$ cat config.mk
export PLATFORM = sky130hd
export DESIGN_NAME = priv_trap_unit
export DESIGN_NICKNAME = d
export VERILOG_FILES = /design/src/rtl/ptu_pkg.sv /design/src/rtl/ptu_decode.sv /design/src/rtl/ptu_mode_ctrl.sv /design/src/rtl/ptu_trap_latch.sv /design/src/rtl/priv_trap_unit.sv
export SDC_FILE = /design/constraint.sdc
export NUM_CORES = 1
export LEC_CHECK = 0
export BUFFER_PORTS_ARGS = -buffer_cell sky130_fd_sc_hd__buf_4
export CAP_MARGIN = 15
export CORE_MARGIN = 4
export CORE_UTILIZATION = 49
export CTS_BUF_LIST = sky130_fd_sc_hd__clkbuf_4 sky130_fd_sc_hd__clkbuf_8
export DETAILED_ROUTE_END_ITERATION = 10
export PLACE_DENSITY = 0.85
export SLEW_MARGIN = 20
export SYNTH_ARGS = -nofsm -noshare
export SYNTH_HDL_FRONTEND = slang
export SYNTH_HIERARCHICAL = 1
export SYNTH_SLANG_ARGS = --single-unit
$ cat constraint.sdc
create_clock -name clk -period 3.7 [get_ports clk]
set_input_delay 0.74 -clock clk [delete_from_list [all_inputs] [get_ports clk]]
set_output_delay 0.74 -clock clk [all_outputs]
set_load 0.005 [all_outputs]
$ cat src/rtl/ptu_pkg.sv
// ptu_pkg: shared widths, opcode values and field types for the privileged
// instruction trap unit. Bit positions use MSB-first numbering (bit 0 is the
// most significant bit of the word), converted to vector indices here.
package ptu_pkg;

    localparam int WORD_W = 12;
    localparam int OPC_W  = 3;

    // index in a [WORD_W-1:0] vector of MSB-first bit n
    localparam int OPC_HI     = WORD_W - 1;
    localparam int OPC_LO     = WORD_W - OPC_W;
    localparam int GRP_IDX    = WORD_W - 1 - 3;   // bit 3: operate group select
    localparam int SWREG_IDX  = WORD_W - 1 - 9;   // bit 9: switch-register read
    localparam int HALT_IDX   = WORD_W - 1 - 10;  // bit 10: halt
    localparam int SUBGRP_IDX = WORD_W - 1 - 11;  // bit 11: group 2 vs 3

    localparam logic [OPC_W-1:0] OPC_IOT = 3'o6;
    localparam logic [OPC_W-1:0] OPC_OPR = 3'o7;

    // fields of the word that the privilege decoder needs
    typedef struct packed {
        logic [OPC_W-1:0] opcode;
        logic             grp_sel;
        logic             swreg;
        logic             halt;
        logic             subgrp;
    } ptu_fields_t;

    // forbidden-class flags produced by the decoder
    typedef struct packed {
        logic is_io;
        logic is_halt;
        logic is_swreg;
    } ptu_class_t;

endpackage

$ cat src/rtl/ptu_decode.sv
// ptu_decode: classifies a fetched word into the forbidden classes.
// Pure combinational; assumes the fields were sliced with ptu_pkg indices.
module ptu_decode
    import ptu_pkg::*;
(
    input  ptu_fields_t fields,
    output ptu_class_t  cls,
    output logic        forbidden
);

    logic grp2_opr;

    // identify a group-2 operate word
    always_comb begin
        grp2_opr = (fields.opcode == OPC_OPR) && fields.grp_sel && !fields.subgrp;
    end

    // derive class flags and the combined forbidden indication
    always_comb begin
        cls.is_io    = (fields.opcode == OPC_IOT);
        cls.is_halt  = grp2_opr && fields.halt;
        cls.is_swreg = grp2_opr && fields.swreg;
        forbidden    = cls.is_io | cls.is_halt | cls.is_swreg;
    end

endmodule

$ cat src/rtl/ptu_mode_ctrl.sv
// ptu_mode_ctrl: holds the privilege level. A mode-set command arms a
// deferred entry to user mode that completes after the next valid fetch.
// A trap forces executive mode and cancels any armed entry.
module ptu_mode_ctrl (
    input  logic clk,
    input  logic rst_n,
    input  logic instr_valid,
    input  logic set_user,
    input  logic trap,
    output logic user_mode
);

    logic armed;

    // track an armed return request
    always_ff @(posedge clk) begin
        if (!rst_n)                    armed <= 1'b0;
        else if (trap)                 armed <= 1'b0;
        else if (set_user)             armed <= 1'b1;
        else if (instr_valid && armed) armed <= 1'b0;
    end

    // privilege level update: trap first, then deferred entry
    always_ff @(posedge clk) begin
        if (!rst_n)                    user_mode <= 1'b0;
        else if (trap)                 user_mode <= 1'b0;
        else if (armed && instr_valid) user_mode <= 1'b1;
    end


    trap_leaves_user_chk: assert property (@(posedge clk) disable iff (!rst_n)
        trap |=> !user_mode);


    user_entry_after_fetch_chk: assert property (@(posedge clk) disable iff (!rst_n)
        $rose(user_mode) |-> $past(armed && instr_valid));

endmodule

$ cat src/rtl/ptu_trap_latch.sv
// ptu_trap_latch: captures the trapped word and holds the sticky request.
// Assumes trap is a one-cycle strobe that is aligned with the word.
module ptu_trap_latch
    import ptu_pkg::*;
(
    input  logic              clk,
    input  logic              rst_n,
    input  logic              trap,
    input  logic              trap_ack,
    input  logic [WORD_W-1:0] word_in,
    output logic              pending,
    output logic [WORD_W-1:0] word_out
);

    // sticky request: a trap wins over an acknowledge
    always_ff @(posedge clk) begin
        if (!rst_n)        pending <= 1'b0;
        else if (trap)     pending <= 1'b1;
        else if (trap_ack) pending <= 1'b0;
    end

    // capture the offending word
    always_ff @(posedge clk) begin
        if (!rst_n)    word_out <= '0;
        else if (trap) word_out <= word_in;
    end


    trap_capture_chk: assert property (@(posedge clk) disable iff (!rst_n)
        trap |=> (pending && word_out == $past(word_in)));


    ack_clears_chk: assert property (@(posedge clk) disable iff (!rst_n)
        (trap_ack && !trap) |=> !pending);


    pending_sticky_chk: assert property (@(posedge clk) disable iff (!rst_n)
        (pending && !trap_ack) |=> pending);

endmodule

$ cat src/rtl/priv_trap_unit.sv
// priv_trap_unit: top of the privileged instruction trap unit. It slices the
// fetched word, decodes the forbidden classes, blocks them in user mode and
// hands trap state to the mode controller and the trap latch.
module priv_trap_unit
    import ptu_pkg::*;
(
    input  logic              clk,
    input  logic              rst_n,
    input  logic [WORD_W-1:0] instr_word,
    input  logic              instr_valid,
    input  logic              set_user,
    input  logic              trap_ack,
    output logic              trap_req,
    output logic              suppress,
    output logic [WORD_W-1:0] trap_word,
    output logic              user_mode
);

    ptu_fields_t fields;
    ptu_class_t  cls;
    logic        forbidden;
    logic        trap;

    // slice the decoder fields out of the word
    always_comb begin
        fields.opcode  = instr_word[OPC_HI:OPC_LO];
        fields.grp_sel = instr_word[GRP_IDX];
        fields.swreg   = instr_word[SWREG_IDX];
        fields.halt    = instr_word[HALT_IDX];
        fields.subgrp  = instr_word[SUBGRP_IDX];
    end

    ptu_decode u_decode (
        .fields    (fields),
        .cls       (cls),
        .forbidden (forbidden)
    );

    // block a forbidden fetch in user mode; it is also the trap strobe
    always_comb begin
        trap     = instr_valid && user_mode && forbidden;
        suppress = trap;
    end

    ptu_mode_ctrl u_mode (
        .clk         (clk),
        .rst_n       (rst_n),
        .instr_valid (instr_valid),
        .set_user    (set_user),
        .trap        (trap),
        .user_mode   (user_mode)
    );

    ptu_trap_latch u_latch (
        .clk      (clk),
        .rst_n    (rst_n),
        .trap     (trap),
        .trap_ack (trap_ack),
        .word_in  (instr_word),
        .pending  (trap_req),
        .word_out (trap_word)
    );


    exec_no_suppress_chk: assert property (@(posedge clk) disable iff (!rst_n)
        !user_mode |-> !suppress);


    idle_no_suppress_chk: assert property (@(posedge clk) disable iff (!rst_n)
        !instr_valid |-> !suppress);


    idle_state_stable_chk: assert property (@(posedge clk) disable iff (!rst_n)
        (!instr_valid && !set_user && !trap_ack) |=>
            ($stable(trap_word) && $stable(trap_req)));


    io_blocked_chk: assert property (@(posedge clk) disable iff (!rst_n)
        (instr_valid && user_mode && cls.is_io) |-> suppress);

endmodule

## Word-level counts from Yosys, hierarchy flattened

Cells that the tools add are included.

| cells by class | value |
|---|---|
| add/subtract/negate cells | 0 |
| multiply operators | 0 |
| div/mod/pow operators | 0 |
| order comparisons | 0 |
| equality and inequality tests | 2 |
| shift operators | 0 |
| mux-type cells | 4 |
| bitwise logic cells | 3 |
| reductions and logical operators | 11 |

Operators by type and width:

| kind | number |
|---|---|
| $logic_and 1x1->1 | 7 |
| $eq 3x3->1 const B | 2 |
| $mux 1 | 4 |
| $reduce_bool 2->1 | 2 |
| $or 1x1->1 | 2 |
| $reduce_or 2->1 | 1 |
| $logic_not 1->1 | 1 |
| $not 1->1 | 1 |

| word-level totals | value |
|---|---|
| bits in registers | 15 |
| latch bits | 0 |
| bits in writable memories | 0 |
| bits in read-only memories | 0 |
| output and inout bits | 15 |
| logic and storage cells | 24 |
| memories | 0 |

## Longest topological paths before layout

Gate-level depths: netlist of the first run.

| depth | value |
|---|---|
| depth in word-level cells | 8 |
| depth in mapped cells | 8 |

## By module

The synthesis of the first run kept the hierarchy.

By module, submodules not included:

| module | times used | cells an instance | area an instance (um^2) | sequential area each (um^2) |
|---|---|---|---|---|
| ptu_trap_latch | 1 | 42 | 504.2 | 260.2 |
| ptu_mode_ctrl | 1 | 8 | 73.8 | 40.0 |
| ptu_decode | 1 | 10 | 52.6 | 0.0 |
| priv_trap_unit | 1 | 1 | 6.3 | 0.0 |

## Worst setup path after synthesis of the first run

No wires, ideal clock.

| timing path | value |
|---|---|
| kind | in2out |
| start point | input port instr_word[8] |
| end point | output port suppress |
| arrival time | 1.255 ns |
| path slack | 1.705 ns |
| stages | 4 |
| path buffers | 0 |
| cell sequence | nor2b_4 -> o21ai_0 -> a21oi_1 -> and3_1 |

| between the ends | value |
|---|---|
| word-level cells in the longest chain between the ends | 6 |
| elaborated cells on any way between the ends | 7 |
| classes of those cells | 2 x bitwise; 5 x reduce/logical |

RTL lines:

| element | RTL line | RTL |
|---|---|---|
| start: declaration | priv_trap_unit.sv:9 | `input logic [WORD_W-1:0] instr_word,` |
| $logic_and 1x1->1 (*) (2 in series) | ptu_decode.sv:15 | `grp2_opr = (fields.opcode == OPC_OPR) && fields.grp_sel && !fields.subgrp;` |
| $logic_and 1x1->1 | ptu_decode.sv:21 | `cls.is_halt = grp2_opr && fields.halt;` |
| $or 1x1->1 | ptu_decode.sv:23 | `forbidden = cls.is_io \| cls.is_halt \| cls.is_swreg;` |
| $or 1x1->1 (*) | ptu_decode.sv:23 |  |
| named net forbidden | priv_trap_unit.sv:21 | `logic forbidden;` |
| $logic_and 1x1->1 (*) | priv_trap_unit.sv:41 | `trap = instr_valid && user_mode && forbidden;` |
| end: declaration | priv_trap_unit.sv:14 | `output logic suppress,` |

The timed path passes the listed nets; every way through them passes the cells marked *.

## Worst setup path after layout of the first run

| timing path | value |
|---|---|
| start point | input port instr_word[0] |
| end point | output port suppress |

| between the ends | value |
|---|---|
| word-level cells in the longest chain between the ends | 6 |
| elaborated cells on any way between the ends | 7 |
| classes of those cells | 2 x bitwise; 5 x reduce/logical |

RTL lines:

| element | RTL line |
|---|---|
| $logic_not 1->1 (*) | ptu_decode.sv:15 |
| $logic_and 1x1->1 (*) | ptu_decode.sv:15 |
| $logic_and 1x1->1 | ptu_decode.sv:21 |
| $or 1x1->1 | ptu_decode.sv:23 |
| $or 1x1->1 (*) | ptu_decode.sv:23 |
| named net forbidden | priv_trap_unit.sv:21 |
| $logic_and 1x1->1 (*) | priv_trap_unit.sv:41 |

Marks and branches as above.

==> results of run 1 <==
==> worst paths after layout <==
kind                            slack (ns)                  end        startpoint
worst max-delay path                  1.42             suppress     instr_word[0]
worst min-delay path                  0.52         u_mode/armed      u_mode/armed
worst min register to register        0.52         u_mode/armed      u_mode/armed
worst max register to register        2.47  u_latch/word_out[6]  u_mode/user_mode
==> per-stage QoR <==
stage | util | setup slack (ns)
final | 0.755 | 1.42
after global routing | 0.755 | 1.36
after CTS | 0.755 | 1.40
after detailed placement | 0.731 | 1.40
after global placement | 0.731 | 1.51
after floorplan | - | 1.72
==> layout by cell type (no fill, tap or decap), drive strengths merged <==
| master | instances |
|---|---|
| o21ai | 1 |
| o21a | 1 |
| nor2 | 1 |
| clkinv | 1 |
| nand2b | 2 |
| mux2i | 12 |
| and3 | 1 |
| dfxtp | 15 |
| nand2 | 1 |
| clkbuf | 3 |
| nor2b | 14 |
| a21oi | 3 |
| buf | 32 |
| inv | 1 |
==> worst register-to-register path: stages (launching register included) <==
cell and delay (ns):
dfxtp_1 0.37, and3_1 0.18, buf_4 0.25, mux2i_1 0.25, nor2b_1 0.07
==> cell type report <==
cell class                 instances  area [um2]  area share
timing repair buffer              32         240       0.279
clock inverter                     1        5.00     0.00581
sequential                        15         300       0.348
multi-input combinational         36         273       0.316
inverter                           1        3.75     0.00435
clock buffer                       3        22.5      0.0261
tap                               14        17.5      0.0203
==> report_power, final <==
group | internal [uW] | total, uW | switching, uW
sequential | 164 | 165 | 1.44
combinational | 18.0 | 27.9 | 9.86
clock | 40.2 | 93.7 | 53.5
==> layer usage <==
metal | part of all wire | vias up | track usage
li1 | - | 247 | -
met1 | 0.37 | 220 | 0.153
met2 | 0.55 | 14 | 0.274
met3 | 0.068 | 2 | 0.0581
met4 | 0.011 | 0 | 0.0783
met5 | 0 | - | 0
==> flip-flops by register name, summed over array words and instances (netlist names) <==
signal	count
u_mode/armed	1
u_latch/pending	1
u_mode/user_mode	1
u_latch/word_out	12
==> run metrics, run 1 <==
Worst path top cell family by delay=simple AND/OR/NAND/NOR gates; hold crit path type=flip-flop to flip-flop; Max Fclk=0.438 GHz; fin area=862 um2; Reg clk slew, reported paths=0.09 ns; Final Routed Wirelength=1.39 mm; Core Area=1140 um2; Pwr Total=287 uW; pwr dens=332 nW/um2; Worst Setup End Kind=primary output; crit-path cells=buf_4, nor2b_4, o21ai_0, a21oi_1, and3_1, buf_4; largest net degree at the start of global routing=15; RePlAce Congestion=0.650; vias per inst=4.74; Slew Viols, Final=0; total CTS buffers=3; Placed Cells=98; Post-Route Setup TNS=0 ns; worst-case clock buffer depth=2; H-tree depth=1; drt first pass iters=3; hpwl dp=1.05 mm; final period utilization=0.618; CP max FO=2; IO Pins=32; Startpoint Class=primary input; Crit path top cell by count=buf_4; max incr delay on CP=0.19 ns; Netlist Area Pre-Place=612 um2; total grt overflow=0; Crit. path cell count=6; arrival time worst endpoint=1.54 ns; Post-CTS Setup Bufs=0; initial drt markers=2; initial antenna violation count=0; Cell Area, Placed=835 um2; first-pass GRT wire length=2.14 mm; Detail Route Antenna Nets=0; Root Driver=clkbuf_4; Finish-stage setup viols=0; die width=43.3 um; outcome=finished, final reports clean; die area=1880 um2; hold slack=0.522 ns; Die Ht=43.3 um; Worst-Margin Slew=0.212 ns; final hold viol count=0; yosys warns=6; Worst Hold Depth=2; clock latency on the worst-skew pair=0.28 ns; CTS Sinks=15; row count=12; average cell area after synthesis=11.1 um2; vias in the first global route=486; reg2reg path depth=4; CP max-delay cell=and3_1; area delta synth->final=40.9%; routed len/inst=13.6 um; # fillers=92; Cell Count, Final, Fillers Out=102; Setup CP Type=primary input to primary output; fraction of layout cells with a size suffix above 1=0.432; Diodes inserted=0; Initial Util=0.536; Resized cells post-CTS=0; Bufs and invs on worst path=2; worst clock skew=0.00413 ns; Residual DRC=0; port bufs=31; vias=483; Hold-fix buffers, CTS=0; min cycle time layout=2.28 ns; Mapped Cells=55; leakage=0.000368 uW; Nets=106; total nets after synthesis=72; CTS tree=done; Slew HR=0.857; Critical Path RT=2.96 ns; GRT Total Usage=0.153; max-capacitance violation count=0; RSZ-0062 raised after global routing=no; worst vdd ir=0.000211 V
Note: power is estimated with default switching activity, not from simulation.
==> inputs of run 2 (changes only) <==
Settings changed: ABC_AREA set to 1, CORE_UTILIZATION 49 to 45, PLACE_DENSITY 0.85 to 0.79.
Clock period 3.7 ns to 2.2 ns, I/O delays scaled along.
==> run 2 against run 1 <==
Effect of this change:
- die area grew 8.3%
- final cell count grew 25%
- clock power grew 65%
- utilization shrank 8.2 points
- cell area grew 1.6%
- largest power group unchanged
==> run metrics, run 2 <==
outcome=finished, final reports clean; Root Driver=clkbuf_4; Post-Route Setup TNS=0 ns; total nets after synthesis=96; CTS Sinks=15; max incr delay on CP=0.21 ns; arrival time worst endpoint=1.22 ns; port bufs=31; Top reg by flops=u_latch/word_out; initial antenna violation count=0; drt first pass iters=2; fin area=876 um2; leading cell type in the layout, fill and taps excluded=buf_4; sequential power share=0.575; Worst Setup End Kind=primary output; hold crit path type=primary input to flip-flop; Final Routed Wirelength=1.46 mm; min cycle time layout=1.66 ns; Die Ht=45.1 um; Hold-fix buffers, CTS=0; Max Fclk=0.602 GHz; RePlAce Congestion=0.714; largest net degree at the start of global routing=15; Mapped Cells=79; total CTS buffers=3; Detail Route Antenna Nets=0; hpwl dp=1.12 mm; vias per inst=4.72; Initial Util=0.476; reg2reg path depth=5; Worst Hold Depth=3; first-pass GRT wire length=2.46 mm; H-tree depth=1; Core Area=1300 um2; Switching Fraction=0.232; vias in the first global route=581; die area=2030 um2; Gate power share=0.104; Slew Viols, Final=0; routed len/inst=11.5 um; Placed Cells=123; average cell area after synthesis=7.84 um2; most frequent cells in the layout=buf_4 (32), nor2_1 (17), dfxtp_1 (15); worst clock skew=0.00267 ns; Cell Area, Placed=848 um2; crit-path cells=buf_4, nand2_1, nor2_2, o211ai_1, nand2_1, inv_1, nor2_2, buf_4; Pwr Total=484 uW; Worst-Margin Slew=0.318 ns; IO Pins=32; Netlist Area Pre-Place=619 um2; die width=45.1 um; final period utilization=0.755; CTS tree=done; Setup CP Type=primary input to primary output; Resized cells post-CTS=0; worst vdd ir=0.000322 V; Nets=130; CP max FO=6; final hold viol count=0; Slew HR=0.787; Reg clk slew, reported paths=0.09 ns; clock network fraction of design power=0.320; Startpoint Class=primary input; P_sw=112 uW; Critical Path RT=1.76 ns; Finish-stage setup viols=0; max-capacitance violation count=0; leakage=0.000449 uW; total grt overflow=0; Cell Count, Final, Fillers Out=127; final core utilization=0.673; CP max-delay cell=nor2_2; RSZ-0062 raised after global routing=no; worst-case clock buffer depth=2; fraction of layout cells with a size suffix above 1=0.455; Post-CTS Setup Bufs=0; pwr dens=553 nW/um2; row count=13; max FFs per register=12; Residual DRC=0; GRT Total Usage=0.165; yosys warns=6; area delta synth->final=41.4%; initial drt markers=1; vias=599; internal power=372 uW; Diodes inserted=0; clock latency on the worst-skew pair=0.27 ns
run 2: cell types whose count changed in the layout (fill, tap and decap cells not counted), moves of 2 or more:
cell / change
nor2_2: +11
nor2_1: +16
mux2i_1: -12
nand2_1: +6
nor2b_1: -13
o21ai_0: +10
nand2b_1: -2
inv_1: +7
run 2: final timing paths:
kind | start | end | slack (ns)
hold reg to reg | u_latch/pending | u_latch/pending | 0.47
setup / recovery | instr_word[9] | suppress | 0.54
setup reg to reg | u_mode/user_mode | u_latch/word_out[9] | 1.07
hold / removal | instr_word[3] | u_latch/word_out[3] | 0.38
run 2: area by class of cell:
type	count	area, um2
Clock buffer	3	22.5
Clock inverter	1	5.00
Fill cell	118	425
Inverter	9	33.8
Multi-Input combinational cell	52	255
Sequential cell	15	300
Tap cell	15	18.8
Timing Repair Buffer	32	240
run 2: metal layers:
metal,up-vias,routed length [um],track usage
met5,-,0,0
met1,267,636,0.203
met2,20,699,0.277
met3,2,118,0.0319
met4,0,8,0.0702
li1,310,-,-
run 2: metrics by stage:
stage               hold slack (ns)  setup slack (ns)
CTS                           0.379             0.537
global route                  0.379             0.440
finish                        0.381             0.538
floorplan                     0.445             0.832
detailed placement            0.457             0.549
global placement              0.455             0.572
run 2: critical path, delay by kind of cell:
kind	cells	cell delay, ns
simple gates	4	0.40
compound gates	1	0.08
buf+inv	3	0.29
run 2: power groups by stage:
stage / Combinational, uW / Sequential [uW] / Clock, uW
floorplan: 16.8 / 285 / 0
global placement: 49.4 / 285 / 0
detailed placement: 50.8 / 285 / 0
CTS: 50.9 / 278 / 160
global route: 55.2 / 279 / 178
finish: 50.5 / 278 / 155
==> inputs of run 3 (changes only) <==
Settings changed: ABC_AREA 1 to 0, CORE_UTILIZATION 45 to 41, PLACE_DENSITY 0.79 to 0.76.
Clock period 2.2 ns to 1.5 ns, I/O delays scaled along.
==> run 3 against run 2 <==
Effect of this change:
- setup slack got worse by 0.40 ns
- clock power grew 60%
- via count is 16% lower
- register-to-register slack got worse by 0.72 ns
- sequential share of layout area decreased by 0.19 points
- clock skew up 0.0055 ns
- utilization fell by 2.1 points
- critical path depth shrank 2
- largest cell class unchanged
==> run metrics, run 3 (synthesis results as in run 1) <==
clock network fraction of design power=0.343; leakage=0.000380 uW; hold crit path type=primary input to flip-flop; Slew Viols, Final=0; Startpoint Class=primary input; area of the multi-input gates=273 um2; pwr dens=820 nW/um2; Resized cells post-CTS=0; Post-Route Setup TNS=0 ns; Residual DRC=0; met3 Usage GRT=0.0625; # fillers=124; most frequent cells in the layout=buf_4 (34), dfxtp_1 (15), nor2b_1 (13); Die Ht=46.6 um; Detail Route Antenna Nets=0; worst clock skew=0.00821 ns; clock latency on the worst-skew pair=0.28 ns; area delta synth->final=44.0%; initial antenna violation count=0; Finish-stage setup viols=0; RePlAce Congestion=0.650; Critical Path RT=1.20 ns; Top reg by flops=u_latch/word_out; P_sw=153 uW; largest net degree at the start of global routing=15; fin area=881 um2; crit-path cells=buf_4, nor2b_4, o21ai_0, a21oi_1, and3_1, buf_4; die width=46.6 um; Pwr Total=722 uW; Worst-Margin Slew=0.138 ns; total CTS buffers=3; total grt overflow=0; outcome=finished, final reports clean; Crit path top cell by count=buf_4; row count=13; port bufs=31; Setup CP Type=primary input to primary output; routed len/inst=12.9 um; min cycle time layout=1.37 ns; Bufs and invs on worst path=2; vias per inst=4.80; Max Fclk=0.732 GHz; Worst Setup End Kind=primary output; fraction of layout cells with a size suffix above 1=0.444; Final Routed Wirelength=1.35 mm; first-pass GRT wire length=2.09 mm; Diodes inserted=0; max-capacitance violation count=0; Reg clk slew, reported paths=0.09 ns; arrival time worst endpoint=1.07 ns; die area=2170 um2; drt first pass iters=4; CTS tree=done; Cell Area, Placed=851 um2; max FFs per register=12; worst-case clock buffer depth=2; met1 usage=0.135; Initial Util=0.453; leading cell type in the layout, fill and taps excluded=buf_4; Reg area=300 um2; GR peak layer=met2; sequential power share=0.563; Gate power share=0.094; Worst path top cell family by delay=simple AND/OR/NAND/NOR gates; IO Pins=32; worst vdd ir=0.000567 V; GRT Total Usage=0.136; Slew HR=0.905; Switching Fraction=0.212; hold slack=0.256 ns; final period utilization=0.911; CTS Sinks=15; Root Driver=clkbuf_4; Post-CTS Setup Bufs=0; final hold viol count=0; H-tree depth=1; vias in the first global route=520; hpwl dp=1.09 mm; Nets=108; CP max-delay cell=and3_1; Hold-fix buffers, CTS=0; CP max FO=4; internal power=570 uW; M2 GR Usage=0.253; Core Area=1350 um2; RSZ-0062 raised after global routing=no; max incr delay on CP=0.22 ns; vias=504; initial drt markers=8
[run 3: cell types whose count changed in the layout (fill, tap and decap cells not counted), sizes merged, moves of 2 or more]
cell,before,now
buf,32,34
inv,9,1
mux2i,0,12
nand2,8,1
nand2b,0,2
nor2,28,1
nor2b,0,14
o21ai,12,1
[run 3: routing by layer]
| layer | wire length, um | vias to the layer above |
|---|---|---|
| li1 | - | 250 |
| met1 | 512 | 238 |
| met2 | 737 | 16 |
| met3 | 102 | 0 |
| met4 | 0 | 0 |
| met5 | 0 | - |
[run 3: worst min-delay path: cells and delay by family]
family / cells / cell delay (ns)
compound gates: 1 / 0.05
buf+inv: 2 / 0.15
[run 3: final timing paths]
kind                          from                  end  slack, ns  cells past startpoint
hold reg to reg       u_mode/armed         u_mode/armed       0.51                      2
setup reg to reg  u_mode/user_mode  u_latch/word_out[5]       0.35                      4
hold / removal            set_user         u_mode/armed       0.26                      3
setup / recovery     instr_word[0]             suppress       0.13                      6
[run 3: through the flow]
step           setup WS (ns)  instances  utilization
2_1_floorplan          0.101         55            -
3_3_place_gp          0.0397        101        0.630
3_5_place_dp        0.000661        101        0.630
4_1_cts                0.125        105        0.652
5_1_grt               0.0668        105        0.652
6_report               0.134        105        0.652
[run 3: final cells by class]
type | count | area share
clock buffer | 4 | 0.0341
inverter | 1 | 0.00426
multi-input combinational | 36 | 0.310
sequential | 15 | 0.341
tap | 15 | 0.0213
timing repair buffer | 34 | 0.290
[run 3: power by group through the flow]
stage | combinational, uW | clock (uW) | sequential [uW]
global route | 73.6 | 280 | 407
global placement | 67.7 | 0 | 416
CTS | 68.6 | 258 | 407
detailed placement | 68.4 | 0 | 416
finish | 68.0 | 248 | 407
floorplan | 23.4 | 0 | 415
